==> config.mk <==
export PLATFORM = sky130hd
export DESIGN_NAME = idle_pktend_timer
export DESIGN_NICKNAME = d
export VERILOG_FILES = /design/src/rtl/idle_pktend_pkg.sv /design/src/rtl/idle_pktend_dp.sv /design/src/rtl/idle_pktend_ctl.sv /design/src/rtl/idle_pktend_timer.sv
export SDC_FILE = /design/constraint.sdc
export NUM_CORES = 1
export LEC_CHECK = 0
export BUFFER_PORTS_ARGS = -buffer_cell sky130_fd_sc_hd__buf_2
export CAP_MARGIN = 20
export CORE_ASPECT_RATIO = 1.1
export CORE_UTILIZATION = 45
export CTS_BUF_LIST = sky130_fd_sc_hd__clkbuf_16
export CTS_CLUSTER_SIZE = 25
export DETAILED_ROUTE_END_ITERATION = 10
export PLACE_DENSITY = 0.77
export SLEW_MARGIN = 10
export SYNTH_ARGS = -nofsm -noshare
export SYNTH_HDL_FRONTEND = slang
export SYNTH_HIERARCHICAL = 1
export SYNTH_SLANG_ARGS = --single-unit
==> constraint.sdc <==
create_clock -name clk -period 9.05 [get_ports clk]
set_input_delay 1.3575 -clock clk [delete_from_list [all_inputs] [get_ports clk]]
set_output_delay 1.3575 -clock clk [all_outputs]
set_load 0.02 [all_outputs]
==> src/rtl/idle_pktend_pkg.sv <==
package idle_pktend_pkg;
  typedef struct packed {
    logic clear;
    logic inc;
  } tmrCtl_t;
endpackage

==> src/rtl/idle_pktend_dp.sv <==
module idle_pktend_dp
  import idle_pktend_pkg::*;
#(
  parameter int CNT_W = 16
) (
  input  logic             clk,
  input  logic             rstN,
  input  logic [CNT_W-1:0] timeoutCycles,
  input  tmrCtl_t          ctl,
  output logic             atLimit,
  output logic             timeoutZero
);
  localparam int EXT_W = CNT_W + 1;

  logic [CNT_W-1:0] idleCnt;
  logic [EXT_W-1:0] nextCnt;

  assign nextCnt     = {1'b0, idleCnt} + EXT_W'(1);
  assign atLimit     = nextCnt >= {1'b0, timeoutCycles};
  assign timeoutZero = (timeoutCycles == '0);

  always_ff @(posedge clk or negedge rstN) begin
    if (!rstN)          idleCnt <= '0;
    else if (ctl.clear) idleCnt <= '0;
    else if (ctl.inc)   idleCnt <= nextCnt[CNT_W-1:0];
  end

  // a clear strobe leaves the timer at zero
  a_r5_clear_zero: assert property (@(posedge clk) disable iff (!rstN)
    ctl.clear |=> idleCnt == '0);
  // an advance steps by exactly one
  a_r2_step_one: assert property (@(posedge clk) disable iff (!rstN)
    (ctl.inc && !ctl.clear) |=> idleCnt == $past(idleCnt) + CNT_W'(1));
  // the control side never asks to clear and advance at once
  a_r2_excl: assert property (@(posedge clk) disable iff (!rstN)
    !(ctl.clear && ctl.inc));
endmodule

==> src/rtl/idle_pktend_ctl.sv <==
module idle_pktend_ctl
  import idle_pktend_pkg::*;
(
  input  logic    clk,
  input  logic    rstN,
  input  logic    txFifoEmpty,
  input  logic    epEmpty,
  input  logic    rxEpSel,
  input  logic    wrStrobe,
  input  logic    atLimit,
  input  logic    timeoutZero,
  output tmrCtl_t ctl,
  output logic    pktEndReq
);
  logic armed;
  logic stalled;
  logic fire;

  assign stalled = txFifoEmpty && !epEmpty && !rxEpSel && !wrStrobe
                   && armed && !timeoutZero;
  assign fire    = stalled && atLimit;

  always_comb begin
    ctl.clear = !stalled || fire;
    ctl.inc   = stalled && !atLimit;
  end

  always_ff @(posedge clk or negedge rstN) begin
    if (!rstN) begin
      armed     <= 1'b0;
      pktEndReq <= 1'b0;
    end else begin
      pktEndReq <= fire;
      if (wrStrobe)  armed <= 1'b1;
      else if (fire) armed <= 1'b0;
    end
  end

  // the request lasts one cycle
  a_r3_single_pulse: assert property (@(posedge clk) disable iff (!rstN)
    pktEndReq |=> !pktEndReq);
  // a request follows a genuine stall cycle
  a_r2_stall_cause: assert property (@(posedge clk) disable iff (!rstN)
    pktEndReq |-> $past(txFifoEmpty && !epEmpty && !rxEpSel && !wrStrobe));
  // receive endpoint selection blocks a request
  a_r4_rx_block: assert property (@(posedge clk) disable iff (!rstN)
    rxEpSel |=> !pktEndReq);
  // zero timeout blocks a request
  a_r6_disabled: assert property (@(posedge clk) disable iff (!rstN)
    timeoutZero |=> !pktEndReq);
  // a write strobe blocks a request
  a_r8_wr_block: assert property (@(posedge clk) disable iff (!rstN)
    wrStrobe |=> !pktEndReq);
endmodule

==> src/rtl/idle_pktend_timer.sv <==
module idle_pktend_timer
  import idle_pktend_pkg::*;
#(
  parameter int CNT_W = 16
) (
  input  logic             clk,
  input  logic             rstN,
  input  logic [CNT_W-1:0] timeoutCycles,
  input  logic             txFifoEmpty,
  input  logic             epEmpty,
  input  logic             rxEpSel,
  input  logic             wrStrobe,
  output logic             pktEndReq
);
  tmrCtl_t ctl;
  logic    atLimit;
  logic    timeoutZero;

  idle_pktend_dp #(.CNT_W(CNT_W)) u_dp (
    .clk          (clk),
    .rstN         (rstN),
    .timeoutCycles(timeoutCycles),
    .ctl          (ctl),
    .atLimit      (atLimit),
    .timeoutZero  (timeoutZero)
  );

  idle_pktend_ctl u_ctl (
    .clk        (clk),
    .rstN       (rstN),
    .txFifoEmpty(txFifoEmpty),
    .epEmpty    (epEmpty),
    .rxEpSel    (rxEpSel),
    .wrStrobe   (wrStrobe),
    .atLimit    (atLimit),
    .timeoutZero(timeoutZero),
    .ctl        (ctl),
    .pktEndReq  (pktEndReq)
  );
endmodule

==> results by group, run 1 <==
Setup path
  – Crit. End Element: register
  – CP peak stage delay: 0.50 ns
  – WP data arrival: 4.15 ns
  – Largest delay share family, worst path: simple AND/OR/NAND/NOR gates
  – Slowest stage cell, crit path: and4_1
  – Critical Path RT: 9.18 ns
  – Worst setup path category: register to register
  – WP buf/inv: 2
  – Critical Path Start Type: register
  – Critical-path cell list: ha_1, and4_1, nand4_1, nor2_1, xor2_1, ha_1, a21o_1, a221oi_1, o211ai_1, inv_1, and4_1, inv_1, nor3_1, mux2_2
  – Worst-path maximum fanout: 13

CTS
  – Number of H-tree levels: 1
  – Longest Clk Path Bufs: 2
  – Cts hold-fix bufs: 0
  – Post_cts resized: 0
  – CTS tree: built
  – Clk slew on worst S/H paths: 0.05 ns
  – Clock root cell: clkbuf_16
  – Worst-skew pair later-pin latency: 0.25 ns
  – Setup repair bufs after CTS: 0
  – Sink Count: 18
  – CTS buffer count: 3

Die
  – Area of the core: 3390 sq um
  – Die span in x: 59.3 um
  – Die Span Y: 65.0 um
  – Starting Density: 47.9%
  – Standard-cell rows: 22
  – Area of the die: 3850 sq um
  – IO Pins: 23

STA
  – Final Skew: 0.00224 ns
  – Final Hold Slack: 0.583 ns
  – Max Freq: 0.249 GHz
  – Period utilization: 44.3%
  – Setup tns final: 0 ns
  – Worst-Margin Slew: 0.690 ns
  – RSZ-0062 raised after global routing: no
  – Hold Fails Final Rpt: 0
  – Slew Limit Fails: 0
  – # setup viols final: 0
  – Final Critical Period: 4.01 ns
  – Worst slew margin: 53.9%
  – Setup ws final: 5.04 ns

Drt
  – DRC viols: 0
  – Iter 0 DRT Violations: 34
  – DR vias: 1,324
  – Met2 WL: 1.41 mm
  – M1 WL: 1.43 mm
  – Antenna viol nets, final: 0
  – Via density per instance: 5.25
  – Final WL: 3.01 mm
  – First-pass DRT Iterations: 4
  – Wire per inst: 12.0 um
  – Max layer used: met4
  – Metal3 WL: 114 um

Final layout
  – Nets: 244
  – Ant diodes: 0
  – Non-filler cells, final: 252
  – Layout cells sized above 1: 15.7%
  – Area Growth Syn to Fin: 10.7%

GRT
  – Global route overflow: 0
  – Total Routing Usage GR: 18.2%
  – Largest net degree at the start of global routing: 19
  – Antenna violations before repair: 0
  – First-pass GRT wire length: 5.40 mm
  – Vias in the first global route: 1,272

Yosys
  – Post-Synth XOR/XNOR Area: 13.0%
  – Register area share after synthesis: 27.8%
  – Post-Syn Nets: 228
  – Seq cells post-synth: 18
  – Most common library cells after synthesis: inv_1 (19), dfrtp_1 (18), nor2_1 (18), ha_1 (17), xor2_1 (13)
  – Largest family of logic cells by synthesized area: simple AND/OR/NAND/NOR gates
  – Total of warnings raised by yosys: 6
  – FFs w/ async S/R, synth: 100%
  – Synth Area in Simple Gates: 27.8%
  – Mapped Area: 1620 sq um
  – Mux cell area share after synthesis: 2.00%
  – Yosys top cell area share: 27.8%
  – Synth area leader: dfrtp_1
  – Mapped Cells: 189
  – Post-synthesis compound-gate area fraction: 7.40%
  – Top-count cell post-synth: inv_1
  – Yosys cell types: 33
  – Most used DFF post-synth: dfrtp_1
  – EDFF count, synth: 0
  – Top post-synthesis cells by area: dfrtp_1 (28%), ha_1 (13%), xor2_1 (7.0%)
  – Post-synthesis adder-cell area fraction: 13.1%
  – Synth Area per Inst: 8.59 sq um

Power
  – Ratio of total power to cell area: 102 nW/um^2
  – Peak supply drop: 63.5 uV
  – Lkg Pwr: 0.869 nW
  – Total power: 0.183 mW

Placed design
  – PortBufs: 22
  – Placed Cells: 248
  – Hpwl dp: 2.40 mm
  – Pre-CTS setup slack: 5.06 ns
  – Placer Congestion: 0.855

Worst hold path
  – Worst min-delay path class: register to register

Run status
  – Run status: finished clean

Job
  – Maximum capacitance violations: 0
==> power by group <==
| group | leakage (nW) | internal (mW) | switching (mW) |
|---|---|---|---|
| logic | 0.584 | 0.00646 | 0.00871 |
| registers | 0.246 | 0.0806 | 0.0000256 |
| clock network | 0.0385 | 0.0587 | 0.0289 |
==> state kept, by name (all words and copies together) (netlist names) <==
name,count
u_ctl/pktEndReq,1
u_ctl/armed,1
u_dp/idleCnt,16
==> layout by cell type, fill, tap and decap left out, drive strengths merged <==
master,instances
o211ai,2
clkinv,1
a21o,1
and3,3
mux2,2
nor2,18
a211oi,1
ha,17
and4,6
nor4,4
mux2i,1
or2,1
dfrtp,18
xor2,13
a31oi,1
a21oi,9
nand2,12
o21ai,6
inv,19
and2,2
nor4b,1
a221oi,1
nor2b,3
nand4,12
nor3,2
buf,22
nand3,9
xnor2,11
clkbuf,3
or3,3
==> layer usage <==
metal  vias to the layer above  GRT usage (%)
li1                        685              -
met1                       605           23.2
met2                        30           30.5
met3                         4           2.40
met4                         0           7.14
met5                         -              0
==> kinds of logic after synthesis <==
logic type / Yosys count
mux: 3
fa+ha+maj: 17
simple gates: 76
flops: 18
compound gates: 21
xor+xnor: 24
buf+inv: 30
==> worst paths after layout <==
kind                                                      to                   startpoint  depth (start not counted)  slack [ns]
worst max-delay path            u_dp/idleCnt[15]$_DFFE_PN0P_  u_dp/idleCnt[0]$_DFFE_PN0P_                         14        5.04
min in group asynchronous        u_dp/idleCnt[1]$_DFFE_PN0P_                         rstN                          1        1.03
worst min-delay path                 u_ctl/armed$_DFFE_PN0P_      u_ctl/armed$_DFFE_PN0P_                          2        0.58
worst min register to register       u_ctl/armed$_DFFE_PN0P_      u_ctl/armed$_DFFE_PN0P_                          2        0.58
worst max register to register  u_dp/idleCnt[15]$_DFFE_PN0P_  u_dp/idleCnt[0]$_DFFE_PN0P_                         14        5.04
max in group asynchronous          u_ctl/pktEndReq$_DFF_PN0_                         rstN                          1        7.73
==> worst register-to-register path, stage by stage, from the launching register on <==
cell	delay (ns)
dfrtp_1	0.44
ha_1	0.27
and4_1	0.39
nand4_1	0.18
nor2_1	0.18
xor2_1	0.16
ha_1	0.26
a21o_1	0.19
a221oi_1	0.27
o211ai_1	0.17
inv_1	0.10
and4_1	0.50
inv_1	0.19
nor3_1	0.24
mux2_2	0.35
==> cell type report <==
| class | count | area [sq um] |
|---|---|---|
| clock buffer | 3 | 75.1 |
| clock inverter | 1 | 3.75 |
| fill | 318 | 1590 |
| inverter | 19 | 71.3 |
| multi-input combinational | 141 | 1030 |
| sequential | 18 | 450 |
| tap | 48 | 60.1 |
| timing repair buffer | 22 | 110 |
==> stage by stage <==
step | util [%] | cell area [sq um]
after global placement | 50.7 | 1720
after global routing | 53.1 | 1800
after CTS | 53.1 | 1800
after detailed placement | 50.7 | 1720
after floorplan | - | 1620
final | 53.1 | 1800
(Power assumes the default switching activity.)
==> run 2: changes to the inputs <==
==> constraint.sdc (replaced) <==
create_clock -name clk -period 3.96 [get_ports clk]
set_input_delay 0.594 -clock clk [delete_from_list [all_inputs] [get_ports clk]]
set_output_delay 0.594 -clock clk [all_outputs]
set_load 0.02 [all_outputs]
==> results by group, run 2 (same netlist as run 1, synthesis figures left out) <==
Final layout
  – Largest registers: u_dp/idleCnt: 16 flops, u_ctl/armed: 1 flops, u_ctl/pktEndReq: 1 flops (unchanged)
  – Final instance area: 1820 sq um (was 1800 sq um)
  – Reg area: 450 sq um (unchanged)
  – Ant diodes: 0 (unchanged)
  – Area Growth Syn to Fin: 11.9% (was 10.7%)
  – Commonest non-fill, non-tap cell in the layout: buf_2 (unchanged)
  – Layout cells sized above 1: 17.0% (was 15.7%)
  – Largest register by flop count: u_dp/idleCnt (unchanged)
  – Most frequent cells in the layout: buf_2 (22), inv_1 (19), nor2_1 (18), dfrtp_1 (18), ha_1 (17) (unchanged)
  – Nets: 247 (was 244)
  – Layout fillers: 312 (was 318)
  – Max reg flops: 16 (unchanged)
  – Multi-input gate area: 1030 sq um (unchanged)

Drt
  – Via density per instance: 5.21 (was 5.25)
  – Wire per inst: 11.6 um (was 12.0 um)
  – Final WL: 2.94 mm (was 3.01 mm)
  – DR vias: 1,324 (unchanged)
  – DRC viols: 0 (unchanged)
  – Antenna viol nets, final: 0 (unchanged)
  – First-pass DRT Iterations: 4 (unchanged)
  – Iter 0 DRT Violations: 55 (was 34)

CTS
  – Sink Count: 18 (unchanged)
  – Post_cts resized: 0 (unchanged)
  – Clock root cell: clkbuf_16 (unchanged)
  – Longest Clk Path Bufs: 2 (unchanged)
  – Cts hold-fix bufs: 0 (unchanged)
  – CTS buffer count: 3 (unchanged)
  – Clk slew on worst S/H paths: 0.05 ns (about the same)
  – Worst-skew pair later-pin latency: 0.25 ns (about the same)
  – CTS tree: built (unchanged)
  – Setup repair bufs after CTS: 0 (unchanged)
  – Number of H-tree levels: 1 (unchanged)

Placed design
  – Placer Congestion: 0.790 (was 0.855)
  – PortBufs: 22 (unchanged)
  – Dpl cell area: 1740 sq um (was 1720 sq um)
  – Hpwl dp: 2.33 mm (was 2.40 mm)

Die
  – IO Pins: 23 (unchanged)
  – Area of the core: 3390 sq um (unchanged)
  – Starting Density: 47.9% (unchanged)
  – Die Span Y: 65.0 um (unchanged)
  – Die span in x: 59.3 um (unchanged)
  – Area of the die: 3850 sq um (unchanged)
  – Standard-cell rows: 22 (unchanged)

STA
  – Max Freq: 0.275 GHz (was 0.249 GHz)
  – RSZ-0062 raised after global routing: no (unchanged)
  – Setup tns final: 0 ns (unchanged)
  – Worst slew margin: 73.9% (was 53.9%)
  – Worst-Margin Slew: 0.391 ns (was 0.690 ns)
  – Period utilization: 91.7% (was 44.3%)
  – Hold Fails Final Rpt: 0 (unchanged)
  – Slew Limit Fails: 0 (unchanged)
  – # setup viols final: 0 (unchanged)
  – Final Critical Period: 3.63 ns (was 4.01 ns)
  – Final Skew: 0.00690 ns (was 0.00224 ns)

GRT
  – Largest net degree at the start of global routing: 19 (unchanged)
  – First-pass GRT wire length: 4.99 mm (was 5.40 mm)
  – Total Routing Usage GR: 16.8% (was 18.2%)
  – Antenna violations before repair: 0 (unchanged)
  – Vias in the first global route: 1,203 (was 1,272)
  – Global route overflow: 0 (unchanged)

Power
  – Logic pwr share: 8.5% (was 8.3%)
  – Pint: 0.332 mW (was 0.146 mW)
  – Clock share of power: 47.1% (was 47.8%)
  – Ratio of total power to cell area: 229 nW/um^2 (was 102 nW/um^2)
  – Switching share of power: 20.1% (was 20.5%)
  – Lkg Pwr: 0.882 nW (was 0.869 nW)
  – Flop pwr share: 44.3% (was 44.0%)
  – P_sw: 0.0836 mW (was 0.0377 mW)
  – Peak supply drop: 126 uV (was 63.5 uV)

Setup path
  – Critical Path Start Type: register (unchanged)
  – WP buf/inv: 2 (unchanged)
  – Slowest stage cell, crit path: dfrtp_1 (was and4_1)
  – Worst setup path category: register to register (unchanged)
  – Largest delay share family, worst path: simple AND/OR/NAND/NOR gates (unchanged)
  – CP peak stage delay: 0.44 ns (was 0.50 ns)
  – Critical Path RT: 4.09 ns (was 9.18 ns)
  – Crit. End Element: register (unchanged)
  – R2R Setup Slk: 0.33 ns (was 5.04 ns)
  – Critical-path cell list: ha_1, and4_1, nand4_1, nor2_1, xor2_1, ha_1, a21o_1, a221oi_1, o211ai_1, inv_1, and4_1, inv_1, nor3_1, mux2_2 (unchanged)
  – WP data arrival: 3.77 ns (was 4.15 ns)
  – Worst-path maximum fanout: 8 (was 13)

Job
  – Maximum capacitance violations: 0 (unchanged)

Worst hold path
  – Worst min-delay path class: input port to async pin (was register to register)

Run status
  – Run status: finished clean (unchanged)
[run 2: changes by cell type in the layout (fill, tap and decap cells not counted)]
| cell | previous run | this run |
|---|---|---|
| buf_4 | 0 | 3 |
| clkinv_1 | 1 | 0 |
[run 2: per-stage QoR]
stage	utilization [%]	hold slack, ns	setup WS, ns	total power [mW]	instances
global route	53.6	0.304	0.0255	0.432	254
global placement	51.4	0.540	0.482	0.223	251
detailed placement	51.4	0.543	0.315	0.223	251
floorplan	-	0.298	0.695	0.203	189
CTS	53.6	0.282	0.296	0.420	254
finish	53.6	0.265	0.329	0.416	254
[run 2: worst register-to-register path: stages, from the launching register on]
cell and delay [ns]:
dfrtp_1 0.44, ha_1 0.26, and4_1 0.39, nand4_1 0.16
nor2_1 0.15, xor2_1 0.17, ha_1 0.26, a21o_1 0.18
a221oi_1 0.30, o211ai_1 0.18, inv_1 0.10, and4_1 0.23
inv_1 0.11, nor3_1 0.23, mux2_2 0.35
[run 2: path summary, 6_finish.rpt]
kind / end / from / depth (start not counted)
worst max-delay path: u_dp/idleCnt[13]$_DFFE_PN0P_ / u_dp/idleCnt[0]$_DFFE_PN0P_ / 14
worst min-delay path: u_dp/idleCnt[8]$_DFFE_PN0P_ / rstN / 1
worst max register to register: u_dp/idleCnt[13]$_DFFE_PN0P_ / u_dp/idleCnt[0]$_DFFE_PN0P_ / 14
worst min register to register: u_ctl/armed$_DFFE_PN0P_ / u_ctl/armed$_DFFE_PN0P_ / 2
max in group asynchronous: u_dp/idleCnt[9]$_DFFE_PN0P_ / rstN / 1
min in group clk: u_ctl/armed$_DFFE_PN0P_ / u_ctl/armed$_DFFE_PN0P_ / 2
[run 2: layout make-up]
| cell class | count | area share, % |
|---|---|---|
| clock buffer | 3 | 4.14 |
| multi-input combinational | 141 | 56.5 |
| sequential | 18 | 24.8 |
| timing repair buffer | 25 | 7.31 |
| inverter | 19 | 3.93 |
| tap | 48 | 3.31 |
[run 2: power by group through the flow]
stage          Sequential, mW  Clock [mW]  Combinational (mW)
3_5_place_dp            0.187           0              0.0361
5_1_grt                 0.184       0.206              0.0414
4_1_cts                 0.184       0.200              0.0363
2_1_floorplan           0.187           0              0.0157
3_3_place_gp            0.187           0              0.0353
6_report                0.184       0.196              0.0355
[run 2: layer usage]
metal | global-route usage, % | share of wire [%] | up-vias
met5 | 0 | 0 | -
met4 | 5.36 | 1.4 | 0
met3 | 1.80 | 3.2 | 5
met2 | 28.1 | 47 | 26
met1 | 22.1 | 48 | 601
li1 | - | - | 692
==> run 3: changes to the inputs <==
--- a/config.mk
+++ b/config.mk
@@ -12,7 +12,8 @@
 export CTS_BUF_LIST = sky130_fd_sc_hd__clkbuf_16
 export CTS_CLUSTER_SIZE = 25
 export DETAILED_ROUTE_END_ITERATION = 10
-export PLACE_DENSITY = 0.77
+export PLACE_DENSITY = 0.71
+export SKIP_CTS_REPAIR_TIMING = 1
 export SLEW_MARGIN = 10
 export SYNTH_ARGS = -nofsm -noshare
 export SYNTH_HDL_FRONTEND = slang
==> results by group, run 3 (same netlist as run 1, synthesis figures left out) <==
GRT
  – Antenna violations before repair: 0 (unchanged)
  – Largest net degree at the start of global routing: 19 (unchanged)
  – Global route overflow: 0 (unchanged)
  – Vias in the first global route: 1,288 (was 1,203)
  – Total Routing Usage GR: 17.8% (was 16.8%)
  – First-pass GRT wire length: 5.29 mm (was 4.99 mm)

Die
  – Die span in x: 59.3 um (unchanged)
  – Standard-cell rows: 22 (unchanged)
  – Area of the die: 3850 sq um (unchanged)
  – IO Pins: 23 (unchanged)
  – Area of the core: 3390 sq um (unchanged)
  – Starting Density: 47.9% (unchanged)
  – Die Span Y: 65.0 um (unchanged)

CTS
  – Number of H-tree levels: 1 (unchanged)
  – Clk slew on worst S/H paths: 0.05 ns (about the same)
  – CTS tree: built (unchanged)
  – Longest Clk Path Bufs: 2 (unchanged)
  – Worst-skew pair later-pin latency: 0.25 ns (about the same)
  – CTS buffer count: 3 (unchanged)
  – Sink Count: 18 (unchanged)
  – Clock root cell: clkbuf_16 (unchanged)

Placed design
  – Placed Cells: 251 (unchanged)
  – PortBufs: 22 (unchanged)
  – Placer Congestion: 0.814 (was 0.790)
  – Hpwl dp: 2.43 mm (was 2.33 mm)
  – Dpl cell area: 1740 sq um (unchanged)

STA
  – # setup viols final: 0 (unchanged)
  – Hold Fails Final Rpt: 0 (unchanged)
  – Period utilization: 91.2% (was 91.7%)
  – Worst slew margin: 73.6% (was 73.9%)
  – Worst-Margin Slew: 0.395 ns (was 0.391 ns)
  – Final Critical Period: 3.61 ns (was 3.63 ns)
  – RSZ-0062 raised after global routing: no (unchanged)
  – Final Skew: 0.00144 ns (was 0.00690 ns)
  – Slew Limit Fails: 0 (unchanged)
  – Max Freq: 0.277 GHz (was 0.275 GHz)
  – Setup tns final: 0 ns (unchanged)

Final layout
  – Final core occ: 53.7% (was 53.6%)
  – Most frequent cells in the layout: buf_2 (22), inv_1 (19), nor2_1 (18), dfrtp_1 (18), ha_1 (17) (unchanged)
  – Max reg flops: 16 (unchanged)
  – Nets: 247 (unchanged)
  – Layout cells sized above 1: 17.5% (was 17.0%)
  – Non-filler cells, final: 254 (unchanged)
  – Largest register by flop count: u_dp/idleCnt (unchanged)
  – Area Growth Syn to Fin: 12.0% (was 11.9%)
  – Largest registers: u_dp/idleCnt: 16 flops, u_ctl/armed: 1 flops, u_ctl/pktEndReq: 1 flops (unchanged)
  – Commonest non-fill, non-tap cell in the layout: buf_2 (unchanged)
  – Ant diodes: 0 (unchanged)
  – Final instance area: 1820 sq um (about the same)

Power
  – Total power: 0.417 mW (was 0.416 mW)
  – Ratio of total power to cell area: 229 nW/um^2 (about the same)
  – Lkg Pwr: 0.882 nW (about the same)
  – Peak supply drop: 94.8 uV (was 126 uV)

Setup path
  – Critical Path Start Type: register (unchanged)
  – WP data arrival: 3.74 ns (was 3.77 ns)
  – R2r worst-path depth: 14 (unchanged)
  – Crit. End Element: register (unchanged)
  – Worst setup path category: register to register (unchanged)
  – Critical Path RT: 4.09 ns (about the same)
  – Worst-path maximum fanout: 8 (unchanged)

Drt
  – M1 WL: 1.50 mm (was 1.42 mm)
  – Metal3 WL: 109 um (was 93 um)
  – DR vias: 1,338 (was 1,324)
  – Via density per instance: 5.27 (was 5.21)
  – Final WL: 3.12 mm (was 2.94 mm)
  – First-pass DRT Iterations: 4 (unchanged)
  – DRC viols: 0 (unchanged)
  – Max layer used: met4 (unchanged)
  – Wire per inst: 12.3 um (was 11.6 um)
  – Met2 WL: 1.44 mm (was 1.38 mm)
  – Antenna viol nets, final: 0 (unchanged)
  – Iter 0 DRT Violations: 52 (was 55)

Job
  – Maximum capacitance violations: 0 (unchanged)

Run status
  – Run status: finished clean (unchanged)

Worst hold path
  – Worst min-delay path class: input port to async pin (unchanged)
[run 3: cell counts in the layout (fill, tap and decap cells not counted)]
Identical to the previous run, type by type.
[run 3: cell type report]
class	count	area (sq um)
clock buffers	3	75.1
well taps	48	60.1
multi-input cells	141	1030
inverters	19	71.3
flip-flops and latches	18	450
repair buffers	25	133
fillers	331	1570
[run 3: power by group]
part	switching, mW	internal (mW)	leakage [nW]	total [mW]
clock	0.0637	0.133	0.0370	0.196
sequential	0.0000658	0.184	0.246	0.184
combinational	0.0204	0.0155	0.599	0.0360
total	0.0842	0.333	0.882	0.417
[run 3: final timing paths]
check | start | end | slack [ns]
max in group asynchronous | rstN | u_ctl/pktEndReq$_DFF_PN0_ | 3.41
max | u_dp/idleCnt[0]$_DFFE_PN0P_ | u_dp/idleCnt[13]$_DFFE_PN0P_ | 0.35
min | rstN | u_dp/idleCnt[7]$_DFFE_PN0P_ | 0.27
min in group clk | u_ctl/armed$_DFFE_PN0P_ | u_ctl/armed$_DFFE_PN0P_ | 0.58
max reg2reg | u_dp/idleCnt[0]$_DFFE_PN0P_ | u_dp/idleCnt[13]$_DFFE_PN0P_ | 0.35
min reg2reg | u_ctl/armed$_DFFE_PN0P_ | u_ctl/armed$_DFFE_PN0P_ | 0.58
[run 3: metrics by stage]
| stage | hold slack, ns | setup WS [ns] |
|---|---|---|
| 3_3_place_gp | 0.540 | 0.457 |
| 6_report | 0.266 | 0.348 |
| 3_5_place_dp | 0.543 | 0.324 |
| 5_1_grt | 0.293 | 0.0702 |
| 4_1_cts | 0.280 | 0.299 |
| 2_1_floorplan | 0.298 | 0.695 |
[run 3: routing by layer]
metal | global-route usage, % | vias to the layer above
met4 | 8.93 | 0
met1 | 22.1 | 599
li1 | - | 693
met3 | 2.40 | 6
met5 | 0 | -
met2 | 29.5 | 40
[run 3: worst max-delay path, stage by stage (launching register included)]
cell and delay (ns):
dfrtp_1 0.45, ha_1 0.28, and4_2 0.36, nand4_1 0.14, nor2_1 0.16, xor2_1 0.17
ha_1 0.26, a21o_1 0.18, a221oi_1 0.29, o211ai_1 0.17, inv_1 0.10, and4_1 0.24
inv_1 0.11, nor3_1 0.22, mux2_2 0.36
